## config.mk

```make
export PLATFORM = sky130hd
export DESIGN_NAME = exc_ctrl_unit
export DESIGN_NICKNAME = d
export VERILOG_FILES = /design/src/rtl/exc_pkg.sv /design/src/rtl/exc_prio.sv /design/src/rtl/exc_csr_regs.sv /design/src/rtl/exc_read_mux.sv /design/src/rtl/exc_ctrl_unit.sv
export SDC_FILE = /design/constraint.sdc
export NUM_CORES = 1
export LEC_CHECK = 0
export ABC_AREA = 1
export CAP_MARGIN = 30
export CORE_MARGIN = 3
export CORE_UTILIZATION = 42
export DETAILED_ROUTE_END_ITERATION = 8
export PLACE_DENSITY = 0.86
export SYNTH_ARGS = -nofsm -noshare
export SYNTH_HDL_FRONTEND = slang
export SYNTH_SLANG_ARGS = --single-unit
```

## constraint.sdc

```tcl
create_clock -name clk -period 3.6 [get_ports clk]
set_input_delay 0.9 -clock clk [delete_from_list [all_inputs] [get_ports clk]]
set_output_delay 0.9 -clock clk [all_outputs]
set_load 0.01 [all_outputs]
```

## src/rtl/exc_pkg.sv

```systemverilog
package exc_pkg;

   localparam int unsigned CODE_W    = 5;
   localparam int unsigned CAUSE_LSB = 2;
   localparam int unsigned IE_BIT    = 0;
   localparam int unsigned EXL_BIT   = 1;
   localparam int unsigned UM_BIT    = 4;
   localparam int unsigned NSRC      = 6;

   typedef enum logic [CODE_W-1:0] {
      EC_INT   = 5'd0,
      EC_ADEL  = 5'd4,
      EC_ADES  = 5'd5,
      EC_SYS   = 5'd8,
      EC_RSVD  = 5'd10,
      EC_OVF   = 5'd12
   } exc_code_e;

   // Source slot 0 is the qualified interrupt, slots 1..5 follow the fault
   // request bits. Slots must be listed in ascending code order.
   function automatic logic [CODE_W-1:0] src_code(input int unsigned idx);
      case (idx)
         0:       src_code = EC_INT;
         1:       src_code = EC_ADEL;
         2:       src_code = EC_ADES;
         3:       src_code = EC_SYS;
         4:       src_code = EC_RSVD;
         default: src_code = EC_OVF;
      endcase
   endfunction

endpackage

```

## src/rtl/exc_prio.sv

```systemverilog
module exc_prio
   import exc_pkg::*;
#(
   parameter int unsigned N = NSRC
) (
   input  logic [N-1:0]      req_i,
   output logic              hit_o,
   output logic [CODE_W-1:0] code_o
);

   logic [N-1:0] win;

   // elaboration check: slots must have strictly rising codes so that the
   // lowest slot index is also the lowest code
   for (genvar i = 1; i < N; i++) begin : g_order
      if (src_code(i) <= src_code(i-1)) begin : g_bad
         $error("exc_prio: source codes not ascending");
      end
   end

   for (genvar i = 0; i < N; i++) begin : g_win
      if (i == 0) begin : g_first
         assign win[i] = req_i[i];
      end else begin : g_rest
         assign win[i] = req_i[i] & ~(|req_i[i-1:0]);
      end
   end

   always_comb begin
      code_o = '0;
      for (int i = 0; i < N; i++) begin
         if (win[i]) code_o = code_o | src_code(i);
      end
   end

   assign hit_o = |req_i;

endmodule

```

## src/rtl/exc_csr_regs.sv

```systemverilog
module exc_csr_regs
   import exc_pkg::*;
#(
   parameter int unsigned          XLEN         = 32,
   parameter int unsigned          SEL_W        = 5,
   parameter int unsigned          SEL_STATUS   = 12,
   parameter int unsigned          SEL_CAUSE    = 13,
   parameter int unsigned          SEL_EPC      = 14,
   parameter logic [XLEN-1:0]      RST_STATUS   = 32'h0000_0002,
   parameter logic [XLEN-1:0]      STATUS_WMASK = 32'h0000_0013
) (
   input  logic              clk,
   input  logic              rst_n,
   input  logic              take_i,
   input  logic [CODE_W-1:0] code_i,
   input  logic [XLEN-1:0]   fault_pc_i,
   input  logic              eret_i,
   input  logic              wr_en_i,
   input  logic [SEL_W-1:0]  wr_sel_i,
   input  logic [XLEN-1:0]   wr_data_i,
   output logic [XLEN-1:0]   status_o,
   output logic [XLEN-1:0]   cause_o,
   output logic [XLEN-1:0]   epc_o
);

   localparam logic [SEL_W-1:0] S_STATUS = SEL_W'(SEL_STATUS);
   localparam logic [SEL_W-1:0] S_CAUSE  = SEL_W'(SEL_CAUSE);
   localparam logic [SEL_W-1:0] S_EPC    = SEL_W'(SEL_EPC);
   localparam int unsigned      CODE_HI  = CAUSE_LSB + CODE_W;

   if ((RST_STATUS & ~STATUS_WMASK) != '0) begin : g_chk_rst
      $error("exc_csr_regs: reset status sets a read-only bit");
   end
   if (STATUS_WMASK[EXL_BIT] != 1'b1) begin : g_chk_exl
      $error("exc_csr_regs: exception level bit must be storage");
   end
   if (XLEN < CODE_HI) begin : g_chk_w
      $error("exc_csr_regs: XLEN too small for cause field");
   end

   logic hw_busy;
   logic st_wr, ca_wr, ep_wr;

   assign hw_busy = take_i | eret_i;
   assign st_wr   = wr_en_i & ~hw_busy & (wr_sel_i == S_STATUS);
   assign ca_wr   = wr_en_i & ~hw_busy & (wr_sel_i == S_CAUSE);
   assign ep_wr   = wr_en_i & ~hw_busy & (wr_sel_i == S_EPC);

   // status: one flop per writable bit, constant otherwise
   for (genvar b = 0; b < XLEN; b++) begin : g_st
      if (STATUS_WMASK[b]) begin : g_rw
         logic bit_q;
         always_ff @(posedge clk or negedge rst_n) begin
            if (!rst_n)                          bit_q <= RST_STATUS[b];
            else if (b == EXL_BIT && take_i)     bit_q <= 1'b1;
            else if (b == EXL_BIT && eret_i)     bit_q <= 1'b0;
            else if (st_wr)                      bit_q <= wr_data_i[b];
         end
         assign status_o[b] = bit_q;
      end else begin : g_ro
         assign status_o[b] = RST_STATUS[b];
      end
   end

   // cause: only the code field is storage
   logic [CODE_W-1:0] code_q;
   always_ff @(posedge clk or negedge rst_n) begin
      if (!rst_n)      code_q <= '0;
      else if (take_i) code_q <= code_i;
      else if (ca_wr)  code_q <= wr_data_i[CAUSE_LSB +: CODE_W];
   end

   always_comb begin
      cause_o = '0;
      cause_o[CAUSE_LSB +: CODE_W] = code_q;
   end

   // exception PC
   always_ff @(posedge clk or negedge rst_n) begin
      if (!rst_n)      epc_o <= '0;
      else if (take_i) epc_o <= fault_pc_i;
      else if (ep_wr)  epc_o <= wr_data_i;
   end

endmodule

```

## src/rtl/exc_read_mux.sv

```systemverilog
module exc_read_mux #(
   parameter int unsigned XLEN       = 32,
   parameter int unsigned SEL_W      = 5,
   parameter int unsigned SEL_STATUS = 12,
   parameter int unsigned SEL_CAUSE  = 13,
   parameter int unsigned SEL_EPC    = 14
) (
   input  logic [SEL_W-1:0] sel_i,
   input  logic [XLEN-1:0]  status_i,
   input  logic [XLEN-1:0]  cause_i,
   input  logic [XLEN-1:0]  epc_i,
   output logic [XLEN-1:0]  data_o
);

   if (SEL_STATUS == SEL_CAUSE || SEL_STATUS == SEL_EPC || SEL_CAUSE == SEL_EPC)
   begin : g_chk_sel
      $error("exc_read_mux: selectors must differ");
   end
   if (SEL_STATUS >= (1 << SEL_W) || SEL_CAUSE >= (1 << SEL_W) || SEL_EPC >= (1 << SEL_W))
   begin : g_chk_range
      $error("exc_read_mux: selector out of range");
   end

   always_comb begin
      data_o = '0;
      if (sel_i == SEL_W'(SEL_STATUS)) data_o = status_i;
      if (sel_i == SEL_W'(SEL_CAUSE))  data_o = cause_i;
      if (sel_i == SEL_W'(SEL_EPC))    data_o = epc_i;
   end

endmodule

```

## src/rtl/exc_ctrl_unit.sv

```systemverilog
module exc_ctrl_unit
   import exc_pkg::*;
#(
   parameter int unsigned     XLEN         = 32,
   parameter int unsigned     SEL_W        = 5,
   parameter int unsigned     SEL_STATUS   = 12,
   parameter int unsigned     SEL_CAUSE    = 13,
   parameter int unsigned     SEL_EPC      = 14,
   parameter logic [XLEN-1:0] HANDLER_PC   = 32'h8000_0180,
   parameter logic [XLEN-1:0] RST_STATUS   = 32'h0000_0002,
   parameter logic [XLEN-1:0] STATUS_WMASK = 32'h0000_0013
) (
   input  logic               clk,
   input  logic               rst_n,
   input  logic               irq_i,
   input  logic [NSRC-2:0]    exc_req_i,
   input  logic [XLEN-1:0]    fault_pc_i,
   input  logic               eret_i,
   input  logic               mt_en_i,
   input  logic [SEL_W-1:0]   mt_sel_i,
   input  logic [XLEN-1:0]    mt_data_i,
   input  logic [SEL_W-1:0]   mf_sel_i,
   output logic [XLEN-1:0]    mf_data_o,
   output logic               redirect_o,
   output logic [XLEN-1:0]    redirect_pc_o,
   output logic               priv_o
);

   if (HANDLER_PC[1:0] != 2'b00) begin : g_chk_vec
      $error("exc_ctrl_unit: handler address must be word aligned");
   end
   if (!STATUS_WMASK[IE_BIT] || !STATUS_WMASK[UM_BIT]) begin : g_chk_mask
      $error("exc_ctrl_unit: enable and user bits must be storage");
   end

   logic [XLEN-1:0]   status_q, cause_q, epc_q;
   logic [NSRC-1:0]   src;
   logic              irq_ok, take, eret_do;
   logic [CODE_W-1:0] win_code;

   assign irq_ok = irq_i & status_q[IE_BIT] & ~status_q[EXL_BIT];
   assign src    = {exc_req_i, irq_ok};

   exc_prio #(.N(NSRC)) u_prio (
      .req_i  (src),
      .hit_o  (take),
      .code_o (win_code)
   );

   assign eret_do = eret_i & ~take;

   exc_csr_regs #(
      .XLEN         (XLEN),
      .SEL_W        (SEL_W),
      .SEL_STATUS   (SEL_STATUS),
      .SEL_CAUSE    (SEL_CAUSE),
      .SEL_EPC      (SEL_EPC),
      .RST_STATUS   (RST_STATUS),
      .STATUS_WMASK (STATUS_WMASK)
   ) u_regs (
      .clk        (clk),
      .rst_n      (rst_n),
      .take_i     (take),
      .code_i     (win_code),
      .fault_pc_i (fault_pc_i),
      .eret_i     (eret_do),
      .wr_en_i    (mt_en_i),
      .wr_sel_i   (mt_sel_i),
      .wr_data_i  (mt_data_i),
      .status_o   (status_q),
      .cause_o    (cause_q),
      .epc_o      (epc_q)
   );

   exc_read_mux #(
      .XLEN       (XLEN),
      .SEL_W      (SEL_W),
      .SEL_STATUS (SEL_STATUS),
      .SEL_CAUSE  (SEL_CAUSE),
      .SEL_EPC    (SEL_EPC)
   ) u_rd (
      .sel_i    (mf_sel_i),
      .status_i (status_q),
      .cause_i  (cause_q),
      .epc_i    (epc_q),
      .data_o   (mf_data_o)
   );

   assign redirect_o    = take | eret_do;
   assign redirect_pc_o = take ? HANDLER_PC : epc_q;
   assign priv_o        = status_q[EXL_BIT] | ~status_q[UM_BIT];

endmodule

```

; Yosys cells after proc, flatten, opt, wreduce, memory -nomap -nowiden
; Cells that the tools add are included.
[word_totals]
register_bits = 40
latchBits = 0
ramBits = 0
romBits = 0
elab_cells = 66
mem_count = 0
[classes]
add_sub_neg = 0
multipliers = 0
n_div = 0
order_cmp = 0
eq_ne = 6
shift = 0
n_mux = 20
bitwise_logic = 27
n_reduce_logical = 8
[op_table]
columns = operator, count
row1 = 32-bit two-way mux, 4
row2 = 5-bit two-way mux, 11
row3 = 5-bit by 4-bit == test with 1-bit output (second input constant), 6
row4 = 5-bit bitwise OR, 3
row5 = 1-bit bitwise AND, 12
row6 = 1-bit inverter, 9
row7 = 7-bit two-way mux, 1
row8 = 6-bit OR reduction, 1
row9 = 3-bit by 5-bit bitwise OR with 5-bit output, 1
row10 = 5-bit OR reduction, 1
row11 = 2-bit nonzero test, 2
row12 = 4-bit OR reduction, 1
row13 = 1-bit two-way mux, 3
row14 = 3-bit two-way mux, 1
row15 = 3-bit nonzero test, 1
row16 = 3-bit OR reduction, 1
row17 = 1-bit bitwise OR, 2
row18 = 2-bit OR reduction, 1

; Longest topological paths before layout
[depth]
depth_word = 15
depth_mapped = 10
depth_no_buf = 8

; Hierarchy
; From an unflattened synthesis, not the netlist that was laid out.
[unflattened]
cells_unflattened = 607
hier_area_um2 = 3758.6
[by_module_without_submodules]
columns = module, instances, cells_each, area_each_um2
row1 = exc_csr_regs, 1, 367, 2532.4
row2 = exc_read_mux, 1, 153, 845.8
row3 = exc_ctrl_unit, 1, 71, 299.0
row4 = exc_prio, 1, 16, 81.3

; Worst setup path before layout
; No wires, ideal clock.
[synth_path]
kind = input -> output
start = input exc_req_i[1]
end = output redirect_pc_o[11]
t_arrival_ps = 1823
required_time_ps = 2700
path_slack_ps = 877
stages = 7
n_path_buf = 2
cell_sequence = nor2_1 inv_1 nor2_1 nand2_1 buf_4 buf_2 nor2_1
[synth_between]
elab_chain_len = 2
[synth_rtl]
columns = element, line_no
row1 = "start, declared", exc_ctrl_unit.sv:16  ; input logic [NSRC-2:0] exc_req_i,
row2 = 6-bit OR reduction, exc_prio.sv:36  ; assign hit_o = |req_i;
row3 = 32-bit two-way mux, exc_ctrl_unit.sv:90  ; assign redirect_pc_o = take ? HANDLER_PC : epc_q;
row4 = "end, declared", exc_ctrl_unit.sv:25  ; output logic [XLEN-1:0] redirect_pc_o,
; Every way passes these cells.

; Worst setup path after layout
[layout_path]
start = input exc_req_i[1]
end = output redirect_pc_o[0]
; The elaborated chain is that of the path after synthesis.

==> impl_results.md <==
- H-tree lvl count: 2
- HPWL after DPL: 6760 µm
- Synth unique cells: 25
- Sequential-to-total area share from yosys stat: 36.9%
- HP Start: u_regs.epc_o[9]
- Cell area after synthesis: 2710 µm²
- FF+latch count, synth: 40
- Routed wire length: 8860 µm
- Latest clock arrival within the worst-skew pair: 0.29 ns
- P_leak: 2.48 nW
- Required @ worst endpoint: 2.70 ns
- DR DRC count: 0
- TritonCTS clock tree: built
- Count of endpoints failing setup in the final report: 0
- Reg-to-reg setup timing slack: 1.61 ns
- Die area: 7460 µm²
- Synth area leader: dfrtp_1
- Synth Net Count: 522
- Tmin final: 3.53 ns
- Maximum clock rate: 283 MHz
- Clk slew on worst S/H paths: 0.07 ns
- CORE AREA: 6100 µm²
- Crit path DAT: 2.63 ns
- Post-Syn Area per Cell: 6.20 µm²
- Syn-to-layout area delta: 65.8%
- Die Ht: 86.4 µm
- Synth Instances: 438
- Post-CTS Setup Bufs: 0
- FF-to-FF End: u_regs.epc_o[27]
- Number of flops mapped to enable cells by yosys: 0
- Cts hold-fix bufs: 0
- Hold depth: 2
- CP Capture Type: output pin
- Max rail drop VDD: 0.176 mV
- Asr flop ratio synth: 100%
- Unrepaired setup endpoints after global routing: false
- Die X-Extent: 86.4 µm
- CTS root buf: clkbuf_8
- RD Place Congestion: 0.856
- Gr ovfl total: 0
- WS Path Type: in -> out
- Largest net degree at the start of global routing: 43
- CP max FO: 30
- Iteration-0 DRC Markers: 135
- Cts bufs inserted: 5
- Endpoints failing hold: 0
- Fin util: 73.8%
- Worst slew margin: 36.6%
- Main synth FF type: dfrtp_1
- Initial antenna violation count: 0
- Min-Delay Endpoint: u_regs.epc_o[9]
- Sink Count: 40
- Crit path launch: exc_req_i[1]
- Gr usage total: 24.1%
- Yosys top cell area share: 36.0%
- Overall power: 1.13 mW
- I/O Buffers: 149
- # diodes: 0
- Min-Delay Path Class: reg -> reg
- Via count: 3218
- Fin nets: 673
- Yosys warning total: 0
- Wirelength per Cell: 13.3 µm
- Synth area leaders: dfrtp_1 36%, nand2_1 25%, nor2_1 9.0%
- CP startpoint kind: input pin
- Slew Viols, Final: 0
- Layout cells sized above 1: 7.29%
- Final clock skew: 0.00658 ns
- Worst hold slack: 0.509 ns
- Status: finished clean
- Initial Util: 44.5%
- R2r worst-path depth: 9
- Period utilisation layout: 98.0%
- Longest Clk Path Bufs: 2
- Top Ports: 150
- Setup TNS: 0 ns
- Max_cap viols: 0
- Count leader, synth: nand2_1
- FP Rows: 28
- Global-route wire length before repair: 14500 µm
- Launch point of the worst reg-to-reg path: u_regs.g_st[1].g_rw.bit_q
- Pwr Density: 250 nW/µm²
- TritonRoute pass-1 iters: 4
- Vias in the first global route: 3238
- Final ANT Viol Nets: 0
- Top cells by count, synth: 184 x nand2_1, 65 x nor2_1, 49 x inv_1
- Tightest Pin Transition: 0.952 ns
- DR vias/cell: 4.84
[metal layers]
layer	global-route usage [%]	wire length, µm	up-vias
met5	0	0	-
met4	6.23	133	0
met3	6.46	824	14
met2	44.6	4510	139
met1	27.3	3390	1431
li1	-	-	1634
[power breakdown]
group	internal, mW	switching (mW)	leakage [nW]
clock	0.245	0.157	0.0645
combinational	0.131	0.100	1.94
sequential	0.478	0.0160	0.477
[layout make-up]
cell class                      count  area [µm²]
Clock buffer                        7        96.3
Clock inverter                      1        30.0
Fill cell                         483        1600
Inverter                           50         188
Multi-Input combinational cell    324        1390
Sequential cell                    40        1000
Tap cell                           75        93.8
Timing Repair Buffer              168        1700
[through the flow]
stage          std cells  cell area [µm²]  setup slack (ns)
2_1_floorplan        438             2710             0.877
3_3_place_gp         656             4320           -0.0326
3_5_place_dp         656             4320           -0.0345
4_1_cts              664             4450           0.00206
5_1_grt              665             4500           0.00675
6_report             665             4500            0.0710
[worst max-delay path: stages]
cell and delay [ns]:
clkdlybuf4s50_1 0.43, nor2_2 0.13, inv_1 0.08, nor2_2 0.13
nand2_2 0.11, buf_12 0.18, nor2_1 0.10, clkdlybuf4s50_1 0.55
[worst max-delay path by stage]
| stage | end | slack, ns |
|---|---|---|
| global route | mf_data_o[3] | 0.007 |
| floorplan | redirect_pc_o[11] | 0.88 |
| finish | redirect_pc_o[0] | 0.07 |
| CTS | redirect_pc_o[5] | 0.002 |
| detailed placement | redirect_pc_o[29] | -0.03 |
| global placement | redirect_pc_o[27] | -0.03 |
[sequential cells by signal, summed over array words and instances (netlist names)]
signal and cells:
u_regs.epc_o 32, u_regs.code_q 5, u_regs.g_st.g_rw.bit_q 3
[cells in the final DEF, fill, tap and decap left out, types with 2 or more instances in the layout]
cell / count
a21oi_1: 2
buf_12: 4
buf_4: 15
clkbuf_8: 7
clkdlybuf4s50_1: 134
dfrtp_1: 39
dlygate4sd2_1: 3
dlymetal6s2s_1: 11
inv_1: 49
nand2_1: 183
nand2_2: 3
nand3_1: 43
nand4_1: 2
nand4_2: 2
nor2_1: 62
nor2_2: 3
o211ai_1: 2
o21ai_0: 9
o21ai_1: 6
[cell families (layout without fill, tap and decap cells)]
logic type / count (synthesis) / count (layout) / share of synthesized area, %
simple gates: 301 / 301 / 45.3
flops: 40 / 40 / 36.9
buf+inv: 74 / 226 / 12.3
compound gates: 23 / 23 / 5.49
[timing repair]
action,in CTS,in global routing
cloned,0,0
gates resized for setup,3,15
setup endpoints to repair,3,28
Note: power is estimated with default switching activity, not from simulation.
